$ cat src/rtl/deframer_pkg.sv
package deframer_pkg;

  localparam int BYTE_W = 8;

  typedef enum logic {
    ST_HUNT = 1'b0,
    ST_RECV = 1'b1
  } deframe_state_e;

  // Strobes from control to datapath
  typedef struct packed {
    logic              frameStart; // clear assembly register
    logic              last;       // final bit captured this cycle
    logic [BYTE_W-1:0] bitSel;     // one-hot byte position to load
  } deframe_strb_t;

endpackage

$ cat src/rtl/deframer_ctrl.sv
module deframer_ctrl
  import deframer_pkg::*;
#(
  parameter int HALF_BIT = 2
) (
  input  logic          clk,
  input  logic          rst,
  input  logic          sampleEn,
  input  logic          serialIn,
  output deframe_strb_t strb
);

  localparam int IDLE_MAX   = 2 * HALF_BIT;
  localparam int FIRST_SKIP = 3 * HALF_BIT - 1;
  localparam int NEXT_SKIP  = 2 * HALF_BIT - 1;
  localparam int IDLE_W     = $clog2(IDLE_MAX + 1);
  localparam int SKIP_W     = $clog2(FIRST_SKIP + 1);
  localparam int IDX_W      = $clog2(BYTE_W);

  deframe_state_e    state;
  logic [IDLE_W-1:0] idleCnt;
  logic [SKIP_W-1:0] skipCnt;
  logic [IDX_W-1:0]  bitIdx;

  logic armed;
  logic landing;
  logic lastBit;

  assign armed   = (idleCnt == IDLE_W'(IDLE_MAX));
  assign landing = sampleEn && (state == ST_RECV) && (skipCnt == '0);
  assign lastBit = landing && (bitIdx == IDX_W'(BYTE_W - 1));

  always_comb begin
    strb.frameStart = sampleEn && (state == ST_HUNT) && !serialIn && armed;
    strb.last       = lastBit;
  end

  // One decode line per byte position: fixed-index loading
  for (genvar i = 0; i < BYTE_W; i++) begin : g_sel
    assign strb.bitSel[i] = landing && (bitIdx == IDX_W'(i));
  end

  always_ff @(posedge clk) begin
    if (rst) begin
      state   <= ST_HUNT;
      idleCnt <= '0;
      skipCnt <= '0;
      bitIdx  <= '0;
    end else if (sampleEn) begin
      unique case (state)
        ST_HUNT: begin
          if (serialIn) begin
            if (!armed) idleCnt <= idleCnt + IDLE_W'(1);
          end else if (armed) begin
            state   <= ST_RECV;
            skipCnt <= SKIP_W'(FIRST_SKIP);
            bitIdx  <= '0;
            idleCnt <= '0;
          end else begin
            idleCnt <= '0;
          end
        end
        ST_RECV: begin
          if (skipCnt != '0) begin
            skipCnt <= skipCnt - SKIP_W'(1);
          end else if (bitIdx == IDX_W'(BYTE_W - 1)) begin
            state   <= ST_HUNT;
            idleCnt <= '0;
          end else begin
            bitIdx  <= bitIdx + IDX_W'(1);
            skipCnt <= SKIP_W'(NEXT_SKIP);
          end
        end
        default: state <= ST_HUNT;
      endcase
    end
  end

  // idle counter never passes its saturation value
  p_idle_sat_r8: assert property (@(posedge clk) disable iff (rst)
    idleCnt <= IDLE_W'(IDLE_MAX));

  // a disabled cycle freezes all control state
  p_hold_r7: assert property (@(posedge clk) disable iff (rst)
    !sampleEn |=> ($stable(state) && $stable(idleCnt) && $stable(skipCnt) && $stable(bitIdx)));

  // a falling edge without a full idle run leaves the block hunting
  p_no_early_start_r2: assert property (@(posedge clk) disable iff (rst)
    (sampleEn && state == ST_HUNT && !serialIn && !armed) |=> (state == ST_HUNT));

  // frame start loads the long first-bit skip
  p_first_skip_r3: assert property (@(posedge clk) disable iff (rst)
    strb.frameStart |=> (state == ST_RECV && skipCnt == SKIP_W'(FIRST_SKIP) && bitIdx == '0));

  // at most one byte position loaded per cycle; bits advance by one
  p_sel_onehot_r4: assert property (@(posedge clk) disable iff (rst)
    $onehot0(strb.bitSel));

  p_ascend_r4: assert property (@(posedge clk) disable iff (rst)
    (landing && !lastBit) |=> (bitIdx == $past(bitIdx) + IDX_W'(1) && skipCnt == SKIP_W'(NEXT_SKIP)));

  // after the final bit the block hunts from an empty idle run
  p_rehunt_r6: assert property (@(posedge clk) disable iff (rst)
    lastBit |=> (state == ST_HUNT && idleCnt == '0));

endmodule

$ cat src/rtl/deframer_dp.sv
module deframer_dp
  import deframer_pkg::*;
(
  input  logic              clk,
  input  logic              rst,
  input  logic              serialIn,
  input  deframe_strb_t     strb,
  output logic [BYTE_W-1:0] dataOut,
  output logic              validOut
);

  logic [BYTE_W-1:0] byteReg;
  logic [BYTE_W-1:0] assembled;

  for (genvar i = 0; i < BYTE_W; i++) begin : g_bit
    always_ff @(posedge clk) begin
      if (rst || strb.frameStart) byteReg[i] <= 1'b0;
      else if (strb.bitSel[i])    byteReg[i] <= serialIn;
    end
    assign assembled[i] = strb.bitSel[i] ? serialIn : byteReg[i];
  end

  always_ff @(posedge clk) begin
    if (rst) begin
      dataOut  <= '0;
      validOut <= 1'b0;
    end else if (strb.last) begin
      dataOut  <= assembled;
      validOut <= 1'b1;
    end else begin
      dataOut  <= '0;
      validOut <= 1'b0;
    end
  end

  // output is zero whenever no byte is being presented
  p_zero_idle_r5: assert property (@(posedge clk) disable iff (rst)
    !validOut |-> (dataOut == '0));

  // strobe never lasts two cycles
  p_pulse_r5: assert property (@(posedge clk) disable iff (rst)
    validOut |=> !validOut);

  // strobe follows the final-bit capture one cycle later
  p_after_last_r5: assert property (@(posedge clk) disable iff (rst)
    strb.last |=> validOut);

  // nothing emerges right after reset
  p_reset_quiet_r1: assert property (@(posedge clk)
    rst |=> (!validOut && dataOut == '0));

endmodule

$ cat src/rtl/serial_byte_deframer.sv
module serial_byte_deframer
  import deframer_pkg::*;
#(
  parameter int HALF_BIT = 2
) (
  input  logic       clk,
  input  logic       rst,
  input  logic       sampleEn,
  input  logic       serialIn,
  output logic [7:0] dataOut,
  output logic       validOut
);

  deframe_strb_t strb;

  deframer_ctrl #(.HALF_BIT(HALF_BIT)) u_ctrl (
    .clk      (clk),
    .rst      (rst),
    .sampleEn (sampleEn),
    .serialIn (serialIn),
    .strb     (strb)
  );

  deframer_dp u_dp (
    .clk      (clk),
    .rst      (rst),
    .serialIn (serialIn),
    .strb     (strb),
    .dataOut  (dataOut),
    .validOut (validOut)
  );

endmodule

$ cat config.mk
export PLATFORM = sky130hd
export DESIGN_NAME = serial_byte_deframer
export DESIGN_NICKNAME = d
export VERILOG_FILES = /design/src/rtl/deframer_pkg.sv /design/src/rtl/deframer_ctrl.sv /design/src/rtl/deframer_dp.sv /design/src/rtl/serial_byte_deframer.sv
export SDC_FILE = /design/constraint.sdc
export NUM_CORES = 1
export LEC_CHECK = 0
export BUFFER_PORTS_ARGS = -buffer_cell sky130_fd_sc_hd__buf_2
export CAP_MARGIN = 20
export CORE_MARGIN = 2
export CORE_UTILIZATION = 57
export DETAILED_ROUTE_END_ITERATION = 8
export MAX_ROUTING_LAYER = met4
export PLACE_DENSITY = 0.77
export REMOVE_ABC_BUFFERS = 1
export SETUP_SLACK_MARGIN = 0.1
export SYNTH_ARGS = -nofsm -noshare
export SYNTH_HDL_FRONTEND = slang
export SYNTH_SLANG_ARGS = --single-unit
$ cat constraint.sdc
create_clock -name clk -period 2 [get_ports clk]
set_input_delay 0.2 -clock clk [delete_from_list [all_inputs] [get_ports clk]]
set_output_delay 0.2 -clock clk [all_outputs]
set_load 0.005 [all_outputs]
# Word-level counts from Yosys, hierarchy flattened
# Index checks and enable logic that the tools add are counted.
# op_classes
add_sub_neg	3
eq_ne	15
n_mux	28
bitwise	2
n_reduce_logical	22
# ops
op	count
3-bit two-way mux	12
3-bit case mux with 2 select lines	3
3-bit equality test (second input constant)	5
1-bit logical AND	13
1-bit two-way mux	12
2-bit inequality test (second input constant)	4
4-bit AND reduction	2
3-bit by 1-bit adder with 3-bit output (second input constant)	2
3-bit by 2-bit equality test with 1-bit output (second input constant)	2
3-bit logical NOT	2
3-bit inequality test (second input constant)	2
5-bit AND reduction	1
3-bit by 1-bit equality test with 1-bit output (second input constant)	1
3-bit nonzero test	1
3-bit by 1-bit subtractor with 3-bit output (second input constant)	1
2-bit by 1-bit inequality test with 1-bit output (second input constant)	1
1-bit NOT	2
1-bit case mux with 2 select lines	1
2-bit OR reduction	1
1-bit logical NOT	1
1-bit logical OR	1
# word_totals
regBits	26
input_bits	4
out_inout_bits	9
word_cells	83

# Depth between registers and ports, before layout
# logic_depth
ltp_word	5
ltp_mapped	7
mapped_depth_nobuf	6

# Hierarchy
# Synthesis repeated with hierarchy kept, for this count alone.
# hier_totals
hier_cells	135
area_unflattened_um2	1365.1
# by_module_without_submodules
mod	n_inst	cells_per_inst	area_each_um2	seq_area_each_um2
deframer_ctrl	1	88	794.5	200.2
deframer_dp	1	47	570.5	340.3

# Worst setup path after synthesis
# No wires, ideal clock.
# synth_path
path_type	reg-to-reg
from	reg u_ctrl.bitIdx[0]
to	reg u_ctrl.bitIdx[1]
arrival_time_ps	1456
slack_ps	472
stages_incl_launch_ff	6
period_less_slack_ps	1528
cell_sequence	dfxtp_1 -> ha_1 -> ha_1 -> nand3b_1 -> a221oi_4 -> mux2i_1
# synth_between
elab_chain_cells	4
elab_cells_between_ends	7
cone_classes	1 x add/sub; 2 x eq/ne; 3 x mux; 1 x reduce/logical
# synth_rtl
element	line	source
from (decl)	deframer_ctrl.sv:23	logic [IDX_W-1:0] bitIdx;
from (signal assigned)	deframer_ctrl.sv:70	bitIdx <= bitIdx + IDX_W'(1);
3-bit by 1-bit adder with 3-bit output	deframer_ctrl.sv:70	
3-bit two-way mux	deframer_ctrl.sv:66	end else if (bitIdx == IDX_W'(BYTE_W - 1)) begin
3-bit two-way mux	deframer_ctrl.sv:64	if (skipCnt != '0) begin
3-bit case mux with 2 select lines	deframer_ctrl.sv:50	unique case (state)
# Parallel ways exist; a longest one is shown, timed or not. The select of a mux whose other input is x is not followed.
# A chain may end at the register's enable or synchronous reset.

# Final worst setup path
# layout_path
from	reg u_ctrl.skipCnt[0]
to	reg u_dp.dataOut[4]
# layout_between
elab_chain_cells	5
elab_cells_between_ends	7
cone_classes	1 x mux; 1 x bitwise; 5 x reduce/logical
# layout_rtl
element	line	source
from (decl)	deframer_ctrl.sv:22	logic [SKIP_W-1:0] skipCnt;
from (signal assigned)	deframer_ctrl.sv:56	skipCnt <= SKIP_W'(FIRST_SKIP);
from (signal assigned)	deframer_ctrl.sv:65	skipCnt <= skipCnt - SKIP_W'(1);
from (signal assigned)	deframer_ctrl.sv:71	skipCnt <= SKIP_W'(NEXT_SKIP);
3-bit logical NOT (*)	deframer_ctrl.sv:30	assign landing = sampleEn && (state == ST_RECV) && (skipCnt == '0);
1-bit logical AND (*)	deframer_ctrl.sv:30	
1-bit logical AND	deframer_ctrl.sv:31	assign lastBit = landing && (bitIdx == IDX_W'(BYTE_W - 1));
1-bit NOT (no source line)	--	
2-bit OR reduction (no source line)	--	
to (signal assigned)	deframer_dp.sv:28	dataOut <= assembled;
to (decl)	deframer_dp.sv:8	output logic [BYTE_W-1:0] dataOut,
# Mark *: on every way between the ends. The rest lies on a longest branch, timed or not.

==> results.md <==
- # fillers: roughly 190
- Initial antenna violation count: 0
- Crit Path Class: reg -> reg
- Inserted Diodes: 0
- Htree depth: 1
- Synth Warn #: 0
- ANT nets after route: 0
- Number of synthesized flops with an enable pin: 0
- Metal3 WL: ~77 um
- Share of cells above drive strength 1: 16.0%
- Worst EP arrival: roughly 2 ns
- RSZ-0062 raised after global routing: false
- Reg-to-Reg End: u_dp.dataOut[4]
- Synth Cell Area: roughly 1300 um2
- Hold path start: rst
- Clk_lat worst skew: approximately 0.32 ns
- Cts hold-fix bufs: 0
- Post-route core utilization: 64.9%
- Drt total wl: between 2 and 2.5 mm
- Row count: 17
- Post CTS Setup Buffer Count: 0
- Min-Delay Path Class: in -> reg
- Vias/cell: a little under 6
- Total gr overflow: 0
- Max Cap Viol: 0
- Clock tree buffer depth: 2
- Hold Violations, Final: 0
- Tot GR Track Use: between 20% and 30%
- WP data required: between 2 and 2.5 ns
- Max Fanout on Critical Path: 11
- Hold path depth: 2
- Setup tns final: 0 ns
- Initial drt markers: 20
- Post_cts resized: 0
- Commonest non-fill, non-tap cell in the layout: dfxtp_1
- Slew headroom: about two thirds
- Unique masters post-synth: 37
- P_leak: ~0.0006 uW
- Period minus WS final: about 1.7 ns
- Buf/Inv on CP: 1
- Die H: 52.1 um
- Synth Register Bits: 26
- Register area: approximately 520 um2
- Vias: about 1000
- Highest routed layer: met4
- Slew Viols, Final: 0
- Fin cells: 178
- Multi-input logic area: 689 um2
- Worst slew pin tran: between 0.5 and 0.6 ns
- Crit-path cells: inv_1, ha_1, ha_2, nand4_1, or3_1, a21oi_1
- Register area share after synthesis: 39.5%
- End of the worst hold path: u_ctrl.skipCnt[1]
- Starting density of the core: between 60 and 70%
- Die Wd: 52.1 um
- DR WL/cell: 14.0 um
- Syn Area/Cell: around 9.3 um2
- CTS Sinks: 26
- Fmax: between 0.5 and 0.6 GHz
- Vias in the first global route: roughly 1000
- Die area: about 2700 um2
- Largest net degree at the start of global routing: 22
- CTS Buf Count: 3
- Clk root buf: clkbuf_4
- Metal-1 WL: 1.07 mm
- Worst setup SP type: register
- Met2 WL: approximately 1.3 mm
- Post-synth ARST share: 0%
- Outcome: finished clean
- Placer Congestion: about 0.8
- Core ar.: about 2200 um2
- Stages on worst setup path: 6
- Worst reg2reg path depth: 6
- Total power: 984 uW
- Dpl cell area: ~1400 um2
- DR DRC count: 0
- Power Density: 692 nW/um2
- Predominant post-synthesis flop cell: dfxtp_1
- RR Startpoint: u_ctrl.skipCnt[0]
- Port Buffers: 12
- Max rail drop VDD: about 0.39 mV
- Area grow syn2layout: 8.08%
- Crit path largest cell delay: about 0.40 ns
- # nets final: approximately 170
- Commonest non-fill, non-tap cells in the layout: dfxtp_1, inv_1, a21oi_1
- CP Capture Type: register
- Final HPWL DP: 1.81 mm
- Reg2Reg Setup Slack: about 0.28 ns
- Worst Skew: 0.00752 ns
- CP delay by family, top: simple AND/OR/NAND/NOR gates
- Final setup violation count: 0
- Final Cell Area: ~1400 um2
- Clock slew seen by the registers of the worst setup and hold paths: 0.14 ns
- Detailed Routing Iterations Pass 1: 6
- Post-Syn Instances: approximately 140
- CTS tree: built
- First-pass GRT wire length: 4.28 mm
- Slowest stage cell, crit path: or3_1
- Io pins: 13
- Placed cells: between 150 and 200
- Crit share post-route: between 80% and 90%
[worst max path at each step]
| stage | startpoint | end | slack [ns] |
|---|---|---|---|
| floorplan | u_ctrl.bitIdx[0] | u_ctrl.bitIdx[1] | 0.46 |
| global placement | u_ctrl.skipCnt[0] | u_dp.byteReg[5] | 0.34 |
| detailed placement | u_ctrl.skipCnt[1] | u_dp.dataOut[4] | 0.24 |
| CTS | u_ctrl.skipCnt[1] | u_dp.dataOut[4] | 0.21 |
| global route | u_ctrl.skipCnt[1] | u_dp.dataOut[4] | 0.11 |
| finish | u_ctrl.skipCnt[0] | u_dp.dataOut[4] | 0.28 |
[registers in the layout (all words and copies together) (netlist names)]
name,flops
u_dp.validOut,1
u_ctrl.bitIdx,3
u_dp.dataOut,8
u_ctrl.skipCnt,3
u_ctrl.state,1
u_ctrl.idleCnt,3
u_dp.byteReg,7
[cells by family after synthesis]
group	after synthesis	share of synthesized area [%]
flip-flops	26	39.5
multiplexers	4	3.14
AND/OR/NAND/NOR	39	17.6
adder cells (fa/ha/maj)	12	11.4
buffers and inverters	24	8.27
AO/OA/AOI/OAI	36	20.1
[cells in the mapped netlist (3+ instances only)]
cell,count,area [um2]
nand2_1,6,22.5
o21ai_0,6,30.0
nand3_1,7,35.0
a21oi_1,15,75.1
or3_1,6,37.5
inv_1,17,63.8
buf_2,3,15.0
mux2i_1,3,30.0
nor2_1,4,15.0
dfxtp_1,26,521
nand4_1,4,25.0
ha_1,12,150
[where the power goes]
| part | switching (uW) | total, uW | internal (uW) |
|---|---|---|---|
| clock | 157 | 360 | 203 |
| combinational | 53.8 | 85.5 | 31.7 |
| sequential | 11.9 | 539 | 527 |
| total | 223 | 984 | 761 |
[layer usage]
metal,up-vias,track usage (%)
met5,-,-
li1,519,-
met3,6,4.02
met4,0,8.33
met2,24,38.6
met1,481,23.9
[stage by stage]
stage	worst slack, ns	hold WS [ns]
after floorplan	0.461	0.269
after global placement	0.336	0.453
after detailed placement	0.242	0.480
after CTS	0.212	0.183
after global routing	0.109	0.183
final	0.282	0.195
[worst reg2reg max path, stage by stage, from the launching register on]
cell and delay [ns]:
dfxtp_1 0.36, inv_1 0.06, ha_1 0.16, ha_2 0.27, nand4_1 0.24, or3_1 0.40, a21oi_1 0.16
[cell type report]
cell class / instances / area share [%]
Tap cell: 28 / 2.46
Multi-Input combinational cell: 91 / 48.5
Inverter: 17 / 4.49
Timing Repair Buffer: 12 / 4.22
Sequential cell: 26 / 36.7
Clock buffer: 3 / 1.58
Clock inverter: 1 / 2.11
Note: power is estimated with default switching activity, not from simulation.
